### src/rtl/cqd_pkg.sv
package cqd_pkg;
  localparam int WORD_W   = 32;
  localparam int OP_LSB   = 26;
  localparam int OP_W     = WORD_W - OP_LSB;
  localparam int DIR_BIT  = 25;
  localparam int WC_LSB   = 12;
  localparam int WC_W     = DIR_BIT - WC_LSB;
  localparam int CNT_W    = 12;
  localparam int TSEL_LSB = 24;
  localparam int TSEL_W   = OP_LSB - TSEL_LSB;
  localparam int RSEL_BIT = 23;
  localparam int KID_LSB  = 17;
  localparam int SLOT_W   = 3;
  localparam int KA_W     = KID_LSB;
  localparam int ST_W     = 8;

  localparam logic [OP_W-1:0] OP_BLK   = 6'h0E;
  localparam logic [OP_W-1:0] OP_SETUP = 6'h10;
  localparam logic [OP_W-1:0] OP_DONE  = 6'h11;
  localparam logic [OP_W-1:0] OP_TBL   = 6'h15;
  localparam logic [OP_W-1:0] OP_COPY  = 6'h22;

  localparam int EV_XFER  = 0;
  localparam int EV_COPY  = 1;
  localparam int EV_BLK   = 2;
  localparam int EV_TBL   = 3;
  localparam int EV_BADOP = 4;
  localparam int EV_OVF   = 5;
  localparam int PEV_W    = EV_BADOP + 1;

  typedef enum logic [2:0] {
    ST_IDLE, ST_OPND, ST_BLK, ST_COPY, ST_TBL
  } cqd_state_e;
endpackage

### src/rtl/cqd_fifo.sv
module cqd_fifo #(
  parameter int DW    = 32,
  parameter int DEPTH = 5
) (
  input  logic          clk_i,
  input  logic          rst_ni,
  input  logic          push_i,
  input  logic [DW-1:0] data_i,
  input  logic          pop_i,
  output logic [DW-1:0] head_o,
  output logic          empty_o,
  output logic          full_o,
  output logic          drop_o
);
  localparam int AW = (DEPTH > 1) ? $clog2(DEPTH) : 1;
  localparam int CW = $clog2(DEPTH + 1);

  logic [DW-1:0] mem_q [DEPTH];
  logic [AW-1:0] wr_q, rd_q;
  logic [CW-1:0] cnt_q;
  logic wr_ok, rd_ok;

  assign empty_o = (cnt_q == '0);
  assign full_o  = (cnt_q == CW'(DEPTH));
  assign drop_o  = push_i && full_o;
  assign wr_ok   = push_i && !full_o;
  assign rd_ok   = pop_i && !empty_o;
  assign head_o  = mem_q[rd_q];

  always_ff @(posedge clk_i) begin
    if (wr_ok) mem_q[wr_q] <= data_i;
  end

  always_ff @(posedge clk_i or negedge rst_ni) begin
    if (!rst_ni) begin
      wr_q  <= '0;
      rd_q  <= '0;
      cnt_q <= '0;
    end else begin
      if (wr_ok) wr_q <= (wr_q == AW'(DEPTH-1)) ? '0 : wr_q + AW'(1);
      if (rd_ok) rd_q <= (rd_q == AW'(DEPTH-1)) ? '0 : rd_q + AW'(1);
      case ({wr_ok, rd_ok})
        2'b10:   cnt_q <= cnt_q + CW'(1);
        2'b01:   cnt_q <= cnt_q - CW'(1);
        default: cnt_q <= cnt_q;
      endcase
    end
  end
endmodule

### src/rtl/cqd_parser.sv
module cqd_parser
  import cqd_pkg::*;
(
  input  logic                clk_i,
  input  logic                rst_ni,
  input  logic [WORD_W-1:0]   word_i,
  input  logic                avail_i,
  output logic                pop_o,
  output logic                setup_valid_o,
  output logic [WORD_W-1:0]   setup_addr_o,
  output logic                blk_start_o,
  output logic [CNT_W:0]      blk_count_o,
  input  logic                blk_done_i,
  output logic                copy_req_o,
  output logic                copy_dir_o,
  output logic [WC_W-1:0]     copy_words_o,
  output logic [WORD_W-1:0]   copy_addr_o,
  input  logic                copy_ack_i,
  output logic                tbl_req_o,
  output logic [TSEL_W-1:0]   tbl_sel_o,
  output logic                ram_sel_o,
  output logic [SLOT_W-1:0]   key_slot_o,
  output logic [KA_W-1:0]     key_addr_o,
  input  logic                tbl_ack_i,
  output logic                busy_o,
  output logic [PEV_W-1:0]    ev_o
);
  cqd_state_e st_q;
  logic opnd_copy_q;
  logic [OP_W-1:0] op;
  logic known;

  assign op     = word_i[WORD_W-1:OP_LSB];
  assign pop_o  = avail_i && (st_q == ST_IDLE || st_q == ST_OPND);
  assign busy_o = (st_q != ST_IDLE);
  assign known  = (op == OP_BLK) || (op == OP_SETUP) || (op == OP_DONE) ||
                  (op == OP_TBL) || (op == OP_COPY);

  always_comb begin
    ev_o = '0;
    ev_o[EV_XFER]  = pop_o && (st_q == ST_IDLE) && (op == OP_DONE);
    ev_o[EV_BADOP] = pop_o && (st_q == ST_IDLE) && !known;
    ev_o[EV_BLK]   = (st_q == ST_BLK) && blk_done_i;
    ev_o[EV_COPY]  = (st_q == ST_COPY) && copy_ack_i;
    ev_o[EV_TBL]   = (st_q == ST_TBL) && tbl_ack_i;
  end

  always_ff @(posedge clk_i or negedge rst_ni) begin
    if (!rst_ni) begin
      st_q          <= ST_IDLE;
      opnd_copy_q   <= 1'b0;
      setup_valid_o <= 1'b0;
      setup_addr_o  <= '0;
      blk_start_o   <= 1'b0;
      blk_count_o   <= '0;
      copy_req_o    <= 1'b0;
      copy_dir_o    <= 1'b0;
      copy_words_o  <= '0;
      copy_addr_o   <= '0;
      tbl_req_o     <= 1'b0;
      tbl_sel_o     <= '0;
      ram_sel_o     <= 1'b0;
      key_slot_o    <= '0;
      key_addr_o    <= '0;
    end else begin
      setup_valid_o <= 1'b0;
      blk_start_o   <= 1'b0;
      unique case (st_q)
        ST_IDLE: if (pop_o) begin
          if (op == OP_SETUP) begin
            opnd_copy_q <= 1'b0;
            st_q        <= ST_OPND;
          end else if (op == OP_COPY) begin
            opnd_copy_q  <= 1'b1;
            copy_dir_o   <= word_i[DIR_BIT];
            copy_words_o <= word_i[DIR_BIT-1:WC_LSB];
            st_q         <= ST_OPND;
          end else if (op == OP_BLK) begin
            blk_start_o <= 1'b1;
            blk_count_o <= {1'b0, word_i[CNT_W-1:0]} + (CNT_W+1)'(1);
            st_q        <= ST_BLK;
          end else if (op == OP_TBL) begin
            tbl_req_o  <= 1'b1;
            tbl_sel_o  <= word_i[OP_LSB-1:TSEL_LSB];
            ram_sel_o  <= word_i[RSEL_BIT];
            key_slot_o <= word_i[KID_LSB+SLOT_W-1:KID_LSB];
            key_addr_o <= word_i[KA_W-1:0];
            st_q       <= ST_TBL;
          end
        end
        ST_OPND: if (pop_o) begin
          if (opnd_copy_q) begin
            copy_addr_o <= word_i;
            copy_req_o  <= 1'b1;
            st_q        <= ST_COPY;
          end else begin
            setup_addr_o  <= word_i;
            setup_valid_o <= 1'b1;
            st_q          <= ST_IDLE;
          end
        end
        ST_BLK:  if (blk_done_i) st_q <= ST_IDLE;
        ST_COPY: if (copy_ack_i) begin
          copy_req_o <= 1'b0;
          st_q       <= ST_IDLE;
        end
        ST_TBL:  if (tbl_ack_i) begin
          tbl_req_o <= 1'b0;
          st_q      <= ST_IDLE;
        end
        default: st_q <= ST_IDLE;
      endcase
    end
  end
endmodule

### src/rtl/cqd_irq.sv
module cqd_irq #(
  parameter int W = 8
) (
  input  logic         clk_i,
  input  logic         rst_ni,
  input  logic [W-1:0] ev_i,
  input  logic [W-1:0] clr_i,
  input  logic [W-1:0] en_i,
  output logic [W-1:0] status_o,
  output logic         irq_o
);
  always_ff @(posedge clk_i or negedge rst_ni) begin
    if (!rst_ni) status_o <= '0;
    else         status_o <= (status_o & ~clr_i) | ev_i;  // set wins
  end
  assign irq_o = |(status_o & en_i);
endmodule

### src/rtl/cmdq_decoder.sv
module cmdq_decoder
  import cqd_pkg::*;
#(
  parameter int DEPTH = 5
) (
  input  logic                clk_i,
  input  logic                rst_ni,
  input  logic                push_valid_i,
  input  logic [WORD_W-1:0]   push_data_i,
  input  logic [ST_W-1:0]     int_clr_i,
  input  logic [ST_W-1:0]     int_en_i,
  output logic                setup_valid_o,
  output logic [WORD_W-1:0]   setup_addr_o,
  output logic                blk_start_o,
  output logic [CNT_W:0]      blk_count_o,
  input  logic                blk_done_i,
  output logic                copy_req_o,
  output logic                copy_dir_o,
  output logic [WC_W-1:0]     copy_words_o,
  output logic [WORD_W-1:0]   copy_addr_o,
  input  logic                copy_ack_i,
  output logic                tbl_req_o,
  output logic [TSEL_W-1:0]   tbl_sel_o,
  output logic                ram_sel_o,
  output logic [SLOT_W-1:0]   key_slot_o,
  output logic [KA_W-1:0]     key_addr_o,
  input  logic                tbl_ack_i,
  output logic                eng_busy_o,
  output logic                q_empty_o,
  output logic                dma_busy_o,
  output logic [ST_W-1:0]     int_status_o,
  output logic                irq_o
);
  logic [WORD_W-1:0] head_w;
  logic              pop_w, full_w, drop_w;
  logic [PEV_W-1:0]  pev_w;
  logic [ST_W-1:0]   ev_w;

  cqd_fifo #(.DW(WORD_W), .DEPTH(DEPTH)) u_fifo (
    .clk_i, .rst_ni,
    .push_i(push_valid_i), .data_i(push_data_i), .pop_i(pop_w),
    .head_o(head_w), .empty_o(q_empty_o), .full_o(full_w), .drop_o(drop_w)
  );

  cqd_parser u_parser (
    .clk_i, .rst_ni,
    .word_i(head_w), .avail_i(!q_empty_o), .pop_o(pop_w),
    .setup_valid_o, .setup_addr_o, .blk_start_o, .blk_count_o, .blk_done_i,
    .copy_req_o, .copy_dir_o, .copy_words_o, .copy_addr_o, .copy_ack_i,
    .tbl_req_o, .tbl_sel_o, .ram_sel_o, .key_slot_o, .key_addr_o, .tbl_ack_i,
    .busy_o(eng_busy_o), .ev_o(pev_w)
  );

  always_comb begin
    ev_w = '0;
    ev_w[PEV_W-1:0] = pev_w;
    ev_w[EV_OVF]    = drop_w;
  end

  assign dma_busy_o = copy_req_o;

  cqd_irq #(.W(ST_W)) u_irq (
    .clk_i, .rst_ni,
    .ev_i(ev_w), .clr_i(int_clr_i), .en_i(int_en_i),
    .status_o(int_status_o), .irq_o
  );
endmodule

### config.mk
export PLATFORM = sky130hd
export DESIGN_NAME = cmdq_decoder
export DESIGN_NICKNAME = d
export VERILOG_FILES = /design/src/rtl/cqd_pkg.sv /design/src/rtl/cqd_fifo.sv /design/src/rtl/cqd_parser.sv /design/src/rtl/cqd_irq.sv /design/src/rtl/cmdq_decoder.sv
export SDC_FILE = /design/constraint.sdc
export NUM_CORES = 1
export LEC_CHECK = 0
export ABC_CLOCK_PERIOD_IN_PS = 6600
export BUFFER_PORTS_ARGS = -buffer_cell sky130_fd_sc_hd__buf_2
export CAP_MARGIN = 20
export CORE_UTILIZATION = 40
export DETAILED_ROUTE_END_ITERATION = 6
export PLACE_DENSITY = 0.65
export REMOVE_ABC_BUFFERS = 1
export SLEW_MARGIN = 25
export SYNTH_ARGS = -nofsm -noshare
export SYNTH_HDL_FRONTEND = slang
export SYNTH_HIERARCHICAL = 1
export SYNTH_SLANG_ARGS = --single-unit
export TNS_END_PERCENT = 30
### constraint.sdc
create_clock -name clk_i -period 6.6 [get_ports clk_i]
set_clock_uncertainty 0.05 [all_clocks]
set_input_delay 0.33 -clock clk_i [delete_from_list [all_inputs] [get_ports clk_i]]
set_output_delay 0.33 -clock clk_i [all_outputs]
set_load 0.005 [all_outputs]
==> out/results.txt, run 1 <==
The run finished with clean final reports. The clock edge transition at the registers on the reported setup and hold paths is 0.06 ns, and the initial core utilization is 40.6%. The share of synthesized flip-flops with an asynchronous set or reset is 46.5%, and the final critical-path share of the clock period is 67.2%. In this run, synthesis inferred 160 flip-flops with an integrated enable.

The instance count along the most critical hold path was 3. The area of the die was 0.0308 mm²; the total global routing track utilization was 16.8%. For the worst setup path, the data required time is 6.98 ns.

The logs give 0.0235 ns for the worst slack on hold paths and 0 ns for the setup TNS. By count the netlist is led by 160 x sky130_fd_sc_hd__edfxtp_1, 139 x sky130_fd_sc_hd__dfrtp_1, 91 x sky130_fd_sc_hd__mux2_2, 55 x sky130_fd_sc_hd__inv_1, 34 x sky130_fd_sc_hd__nor2b_1. Input and output buffers added on the ports amount to 183. The area growth from synthesis to layout is 23.6%. For this design, the CTS-stage hold fixing added 40 buffers. The routed layout has 7178 vias.

In this run the mean area of a mapped cell was 15.4 µm². The number of endpoints with negative hold slack in the final report was 0. The signal on the critical path passes through nand2b_2 -> a211oi_1 -> a221oi_1 -> nor3b_2 -> nand3_1 -> mux2_2. Routed wire length: 25.7 mm.

The detailed router finished its first iteration with 394 violations. The logs give 781 for the number of instances in the synthesized netlist and 3 for the number of antenna violations at the first check in global routing. The largest net degree at the start of global routing was 72; the post-cts resize count was 0.

The highest fanout seen on the critical path was 37; the post-place setup slack was 2.16 ns. The via count normalized by instance count was 5.00. STA classifies the critical path endpoint as a flip-flop.

The critical path contains buffers and inverters numbering 0 combined. Minimum clock period after layout: 4.43 ns. The number of levels in the clock H-tree is 1. Across the VDD grid, the largest voltage drop is 279 µV. For the worst setup path, the data arrival time is 4.81 ns. Maximum clock rate: 0.225 GHz.

Slowest cell on the critical path: sky130_fd_sc_hd__dfrtp_2. The global-route congestion overflow total is 0. The logs give 0.0120 mm² for the combined area of all synthesized cells and 52 for the number of library cell types mapped by synthesis. For the weighted congestion reported at the end of routability-driven placement, the log shows 0.789.

The final layout contains 1081 nets. Cells with a size suffix above 1 make up 35.9% of the layout. Once detail routing completed, the nets flagged for antenna violations numbered 0. The die width was 176 µm; the depth of the worst register-to-register path was 6. In the post-synthesis netlist, the biggest area contributors are sky130_fd_sc_hd__edfxtp_1 40%, sky130_fd_sc_hd__dfrtp_1 29%, sky130_fd_sc_hd__mux2_2 8.5%, sky130_fd_sc_hd__mux2i_1 2.7%, sky130_fd_sc_hd__a221oi_1 2.4%.

Power spread over the standard cell area amounts to 449 mW/mm². The pre-antenna-repair detailed-routing pass consisted of 6 iterations. The global-route wire length before repair is 40.4 mm. Most used standard cell by instance count after synthesis: sky130_fd_sc_hd__edfxtp_1. For the total number of placement rows, the log shows 63. For hold timing, the worst endpoint is u_irq/status_o[4]$_DFF_PN0_. The count of buffers added by post-CTS timing repair for setup was 0. Max-cap violations in this run came to 0.

Via count of the first global-routing pass: 7265. In this run, synthesis produced a sequential element count of 299. The final critical-path setup slack was 2.17 ns; the number of warnings printed during yosys synthesis was 6. TritonCTS built the clock tree. STA classifies the critical path startpoint as a flip-flop. The tools report the capturing point of the worst reg2reg path as u_parser/blk_count_o[1]$_DFFE_PN0P_. The total core area came out at 0.0296 mm². The number of clock sinks came out at 299. For the clock buffer count from CTS, the log shows 31.

The tools report the count of boundary I/O pins as 184. The leading area contributor after synthesis was sky130_fd_sc_hd__edfxtp_1. Of the synthesized area, sequential elements account for 68.8%.

The share of synthesized area in the top cell type comes to 39.9%. Among all flip-flop cells after synthesis, the most frequent one is sky130_fd_sc_hd__edfxtp_1. The post-detailed-placement half-perimeter wirelength is 16.3 mm.

The transition time of the tightest slew-check pin is 0.987 ns, and the final-report max-slew violation count is 0. The tools report the launch instance of the worst register-to-register path as u_fifo/rd_q[2]$_DFFE_PN0P_. The critical path is of the reg2reg type.

The largest single stage delay on the critical path is 0.94 ns. Number of fillers in the final layout: 2585. The min-delay analysis places its worst path in the category in2reg.

In this run the tightest slew margin relative to its limit is 34.2%. For the number of DRC violations after detailed routing, the log shows 0. In this design, the largest share of critical-path delay is due to simple AND/OR/NAND/NOR gates. Setup violations remaining at the end of the flow were counted as 0. The worst hold path begins at int_clr_i[4]. For the worst reg-to-reg setup slack, the log shows 2.17 ns. Setup repair after global routing left no endpoint under its margin. The later pin in the worst-skew pair is clocked with a latency of 0.55 ns. In this run the deepest clock path goes through 3 buffers.

Average wire length per cell after detail routing: 17.9 µm. The y dimension of the die is 176 µm, and the total chip power is 6680 µW. The analysis attributes to cell leakage a power of 0.00642 µW. CTS placed an instance of sky130_fd_sc_hd__clkbuf_16 at the clock tree root.
cells in the final DEF (no fill, tap or decap), types with 9 or more instances in the layout:
cell type / synthesis / layout
sky130_fd_sc_hd__a211oi_1: 32 / 32
sky130_fd_sc_hd__edfxtp_1: 160 / 160
sky130_fd_sc_hd__nor2_1: 11 / 10
sky130_fd_sc_hd__clkbuf_16: 0 / 33
sky130_fd_sc_hd__buf_2: 15 / 182
sky130_fd_sc_hd__buf_4: 9 / 17
sky130_fd_sc_hd__mux2i_1: 33 / 33
sky130_fd_sc_hd__inv_1: 55 / 55
sky130_fd_sc_hd__mux2_2: 91 / 91
sky130_fd_sc_hd__nor3_1: 10 / 10
sky130_fd_sc_hd__mux2_4: 11 / 11
sky130_fd_sc_hd__dfrtp_1: 139 / 137
sky130_fd_sc_hd__xnor2_1: 10 / 10
sky130_fd_sc_hd__a221oi_1: 33 / 33
sky130_fd_sc_hd__nand2_1: 29 / 29
sky130_fd_sc_hd__dlygate4sd3_1: 0 / 40
sky130_fd_sc_hd__a21o_1: 9 / 9
sky130_fd_sc_hd__nor2b_1: 34 / 34
sky130_fd_sc_hd__o21ai_0: 24 / 24
report_power, final:
group / total [µW] / switching [µW] / internal, µW
Combinational: 2110 / 1150 / 956
Sequential: 2820 / 333 / 2490
Clock: 1760 / 693 / 1060
Total: 6680 / 2180 / 4510
metrics by stage:
| stage | instances | cell area (µm²) | util (%) |
|---|---|---|---|
| finish | 1437 | 14900 | 50.2 |
| global route | 1436 | 14900 | 50.2 |
| CTS | 1431 | 14900 | 50.1 |
| detailed placement | 1334 | 13400 | 45.2 |
| global placement | 1334 | 13400 | 45.2 |
| floorplan | 744 | 11800 | - |
state kept, by name, summed over array words and instances, names as in the netlist, 3 cells and up:
| signal | count |
|---|---|
| u_fifo/mem_q | 160 |
| u_parser/copy_addr_o | 32 |
| u_parser/setup_addr_o | 32 |
| u_parser/key_addr_o | 17 |
| u_parser/blk_count_o | 13 |
| u_parser/copy_words_o | 13 |
| u_irq/status_o | 8 |
| u_fifo/cnt_q | 3 |
| u_fifo/rd_q | 3 |
| u_fifo/wr_q | 3 |
| u_parser/key_slot_o | 3 |
| u_parser/st_q | 3 |
routing by layer:
metal | GRT usage, % | wire (µm) | share of wire, % | vias up
met4 | 3.88 | 445 | 1.7 | 0
met1 | 22.2 | 11500 | 45 | 3605
met2 | 28.9 | 12600 | 49 | 161
met3 | 2.90 | 1220 | 4.7 | 33
li1 | - | - | - | 3379
met5 | 0 | 0 | 0 | -
how the worst max path moves through the flow:
stage                                           from                                  end  slack [ns]  cells past startpoint
after global routing      u_fifo/rd_q[2]$_DFFE_PN0P_  u_parser/blk_count_o[1]$_DFFE_PN0P_        1.81                      6
after global placement    u_fifo/rd_q[2]$_DFFE_PN0P_  u_parser/blk_count_o[1]$_DFFE_PN0P_        2.29                      6
after floorplan           u_fifo/rd_q[0]$_DFFE_PN0P_  u_parser/blk_count_o[1]$_DFFE_PN0P_        2.06                      5
after CTS                 u_fifo/rd_q[2]$_DFFE_PN0P_  u_parser/blk_count_o[1]$_DFFE_PN0P_        2.16                      6
final                     u_fifo/rd_q[2]$_DFFE_PN0P_  u_parser/blk_count_o[1]$_DFFE_PN0P_        2.17                      6
after detailed placement  u_fifo/rd_q[2]$_DFFE_PN0P_  u_parser/blk_count_o[1]$_DFFE_PN0P_        2.16                      6
tightest hold or removal path, cell delays in order:
cell and delay [ns]:
sky130_fd_sc_hd__buf_2 0.09, sky130_fd_sc_hd__inv_1 0.04, sky130_fd_sc_hd__a21o_1 0.11
area by class of cell:
class	instances	area, µm²	area share, %
inverter	55	206	1.39
multi-input combinational	390	3360	22.6
timing repair buffer	243	1480	9.91
clock inverter	11	110	0.740
clock buffer	46	945	6.35
tap	390	488	3.28
antenna	3	7.51	0.0504
sequential	299	8290	55.7
cell families after synthesis:
| family | synth area share (%) |
|---|---|
| simple gates | 6.19 |
| compound gates | 6.84 |
| xor+xnor | 0.945 |
| flops | 68.8 |
| mux | 12.7 |
| fa+ha+maj | 0.790 |
| other cells | 0.0311 |
| buf+inv | 3.71 |
No activity file was read; power rests on OpenSTA's default activity.
==> inputs of run 2 (changes only) <==
--- a/config.mk
+++ b/config.mk
@@ -5,12 +5,13 @@
 export SDC_FILE = /design/constraint.sdc
 export NUM_CORES = 1
 export LEC_CHECK = 0
-export ABC_CLOCK_PERIOD_IN_PS = 6600
+export ABC_AREA = 1
+export ABC_CLOCK_PERIOD_IN_PS = 4170
 export BUFFER_PORTS_ARGS = -buffer_cell sky130_fd_sc_hd__buf_2
 export CAP_MARGIN = 20
 export CORE_UTILIZATION = 40
 export DETAILED_ROUTE_END_ITERATION = 6
-export PLACE_DENSITY = 0.65
+export PLACE_DENSITY = 0.64
 export REMOVE_ABC_BUFFERS = 1
 export SLEW_MARGIN = 25
 export SYNTH_ARGS = -nofsm -noshare
==> constraint.sdc (replaced) <==
create_clock -name clk_i -period 4.17 [get_ports clk_i]
set_clock_uncertainty 0.05 [all_clocks]
set_input_delay 0.2085 -clock clk_i [delete_from_list [all_inputs] [get_ports clk_i]]
set_output_delay 0.2085 -clock clk_i [all_outputs]
set_load 0.005 [all_outputs]
==> out/results.txt, run 2 <==
The flow ran to the end, and the final reports show no timing, DRC or antenna violations. STA puts the critical path data arrival time at 3.79 ns. Counting instances, the worst hold path has a depth of 7.

The first detailed-routing pass ran for 5 iterations. The worst voltage drop across the vdd grid was 376 µV. The number of instances in the synthesized netlist is 1312, and the total number of vias is 9185.

Clock-pin slew was measured on the worst setup and hold paths at 0.06 ns. The leading cell type in the layout, fill and taps excluded is sky130_fd_sc_hd__nand2_1. The min-delay analysis places its worst path in the category in2reg.

Based on the critical path, the design can be clocked at up to 0.295 GHz. Die width: 181 µm. Startpoint kind of the worst setup timing path: a flip-flop. The tools report the first-iteration detailed-routing DRC count as 551.

The capturing point of the worst reg2reg path was u_parser/ram_sel_o$_DFFE_PN0P_. The run gives 19.8 mm as the post-detailed-placement half-perimeter wirelength. The global-route congestion overflow total was 0. The tools report the worst reg-to-reg setup slack as 0.78 ns. The tools report the type of destination of the critical path as a flip-flop. The number of levels in the clock H-tree was 1; the initial core utilization was 40.7%.

Dividing the detail-routed wire length by the instance count gives 15.2 µm. In this run the worst path has a maximum fanout of 24. For this design the top-level I/O count stands at 184.

Number of max-cap violations: 0. The count of buffers added by post-CTS timing repair for setup came out at 0. The floorplan step defined a die boundary enclosing 0.0328 mm². Setup repair after global routing left no endpoint under its margin. The standby leakage power is 0.00778 µW, and the number of antenna cells inserted is 0.

Once detail routing completed, the nets flagged for antenna violations numbered 0. Ranked by flip-flop count, first place goes to u_fifo/mem_q. The largest registers in the layout are u_fifo/mem_q (160), u_parser/copy_addr_o (32), u_parser/setup_addr_o (32). At the end of the flow, the number of nets in the layout was 1600. The tools report the setup TNS as 0 ns. Measured on the finished design, the core utilization comes to 49.4%. The library cells used most frequently in the layout, excluding fill and tap cells, are 463 x sky130_fd_sc_hd__nand2_1, 199 x sky130_fd_sc_hd__inv_1, 182 x sky130_fd_sc_hd__buf_2, 160 x sky130_fd_sc_hd__edfxtp_1, 138 x sky130_fd_sc_hd__dfrtp_1. Total global routing track utilization: 18.4%. After detailed routing, the number of vias per cell comes to 4.67. The number of antenna violations at the first check in global routing is 0. No sink is reached through more buffers than the 3 on the longest clock path. The number of clock sinks is 299. The logs give 65 for the total number of placement rows and 0 for the post-cts resize count.

The combined area of all synthesized cells is 0.0128 mm², and the number of endpoints with negative hold slack in the final report is 0. TritonCTS created 31 clock buffers. The final layout contains routed wiring with a total length of 29.9 mm. The worst hold path begins at blk_done_i. The signed area change from the synthesized netlist to the final layout is 21.4%, and the proportion of layout cells with a drive suffix above 1 is 18.3%.

The launch instance of the worst register-to-register path is u_fifo/rd_q[1]$_DFFE_PN0P_. The first global-routing pass estimated 48.2 mm of wire. For the finished layout, the period the worst path requires is 3.39 ns. Entering global routing, the biggest net connects 104 pins.

The via count of the first global-routing pass was 8951. The final-report max-slew violation count was 0; the average instance area after synthesis was 9.79 µm². The total core area came out at 0.0316 mm².

TritonCTS built the clock tree. At the end of routability-driven placement, the weighted congestion stood at 0.883. After detailed routing, the number of remaining DRC violations is 0. After clock tree synthesis, the flow added hold-fix buffers numbering 48.

The worst hold path endpoint is u_parser/st_q[0]$_DFFE_PN0P_. The worst setup path is of the reg2reg kind. Hold timing on the final database bottoms out at a slack of 0.134 ns. The normalized max-slew margin is 37.6%. The run gives 6 as the number of warnings printed during yosys synthesis. The transition time of the tightest slew-check pin is 0.937 ns, and the number of flip-flops under the largest register name is 160.

For this design the ratio of total power to cell area is 725 mW/mm². The die is 181 µm tall. In this run the clock root is driven by a sky130_fd_sc_hd__clkbuf_16. The data required time at the worst endpoint was 4.58 ns; the clock insertion delay at the later pin of the skew report was 0.57 ns. The final critical-path share of the clock period was 81.2%; the total of buffers placed on input and output ports was 183. Counting cells, the worst reg-to-reg path comes to 13.

Setup violations remaining at the end of the flow were counted as 0.
==> run 2: final cells by class <==
class,instances,area [µm²]
Fill cell,2905,16000
Sequential cell,299,8280
Multi-Input combinational cell,752,3410
Timing Repair Buffer,248,1550
Clock buffer,35,791
Inverter,207,777
Tap cell,402,503
Clock inverter,22,279
==> run 2: worst max-delay path by stage <==
stage / from / endpoint / slack (ns) / depth (start not counted)
final: u_fifo/rd_q[1]$_DFFE_PN0P_ / u_parser/ram_sel_o$_DFFE_PN0P_ / 0.78 / 13
after global routing: u_fifo/rd_q[1]$_DFFE_PN0P_ / u_parser/key_addr_o[8]$_DFFE_PN0P_ / 0.40 / 13
after CTS: u_fifo/rd_q[1]$_DFFE_PN0P_ / u_parser/ram_sel_o$_DFFE_PN0P_ / 0.77 / 13
after detailed placement: u_fifo/rd_q[1]$_DFFE_PN0P_ / u_parser/ram_sel_o$_DFFE_PN0P_ / 0.78 / 13
after global placement: u_fifo/rd_q[1]$_DFFE_PN0P_ / u_parser/key_addr_o[1]$_DFFE_PN0P_ / 0.86 / 13
after floorplan: u_fifo/rd_q[0]$_DFFE_PN0P_ / u_parser/copy_words_o[0]$_DFFE_PN0P_ / 0.46 / 13
==> run 2: report_power, final <==
group	internal, µW	leakage, µW	switching (µW)
clock	1740	0.000520	1140
combinational	1360	0.00402	2640
sequential	3970	0.00325	455
total	7060	0.00778	4240
==> run 2: critical path: stages (launching register included) <==
cell	delay (ns)
sky130_fd_sc_hd__dfrtp_1	0.81
sky130_fd_sc_hd__inv_2	0.41
sky130_fd_sc_hd__nand3_1	0.19
sky130_fd_sc_hd__nand2_1	0.06
sky130_fd_sc_hd__nand2_1	0.05
sky130_fd_sc_hd__nand2_1	0.12
sky130_fd_sc_hd__inv_2	0.11
sky130_fd_sc_hd__nand2_1	0.06
sky130_fd_sc_hd__nor2_1	0.18
sky130_fd_sc_hd__nand2_1	0.14
sky130_fd_sc_hd__nor2_4	0.44
sky130_fd_sc_hd__nand2_2	0.40
sky130_fd_sc_hd__nand2_1	0.17
sky130_fd_sc_hd__nand2_1	0.06
==> run 2: layer usage <==
layer | part of all wire [%] | track usage, % | routed length, µm
met4 | 2.4 | 5.69 | 726
met3 | 4.7 | 2.14 | 1400
met5 | 0 | 0 | 0
met1 | 46 | 25.2 | 13800
met2 | 47 | 30.6 | 14000
==> run 2: metrics by stage <==
stage	cell area [µm²]	instances	setup slack, ns	total power, µW
after floorplan	12400	1258	0.463	6750
after global placement	14000	1859	0.855	8350
after detailed placement	14000	1860	0.781	8430
after CTS	15600	1965	0.765	11400
after global routing	15600	1965	0.395	12100
final	15600	1965	0.784	11300
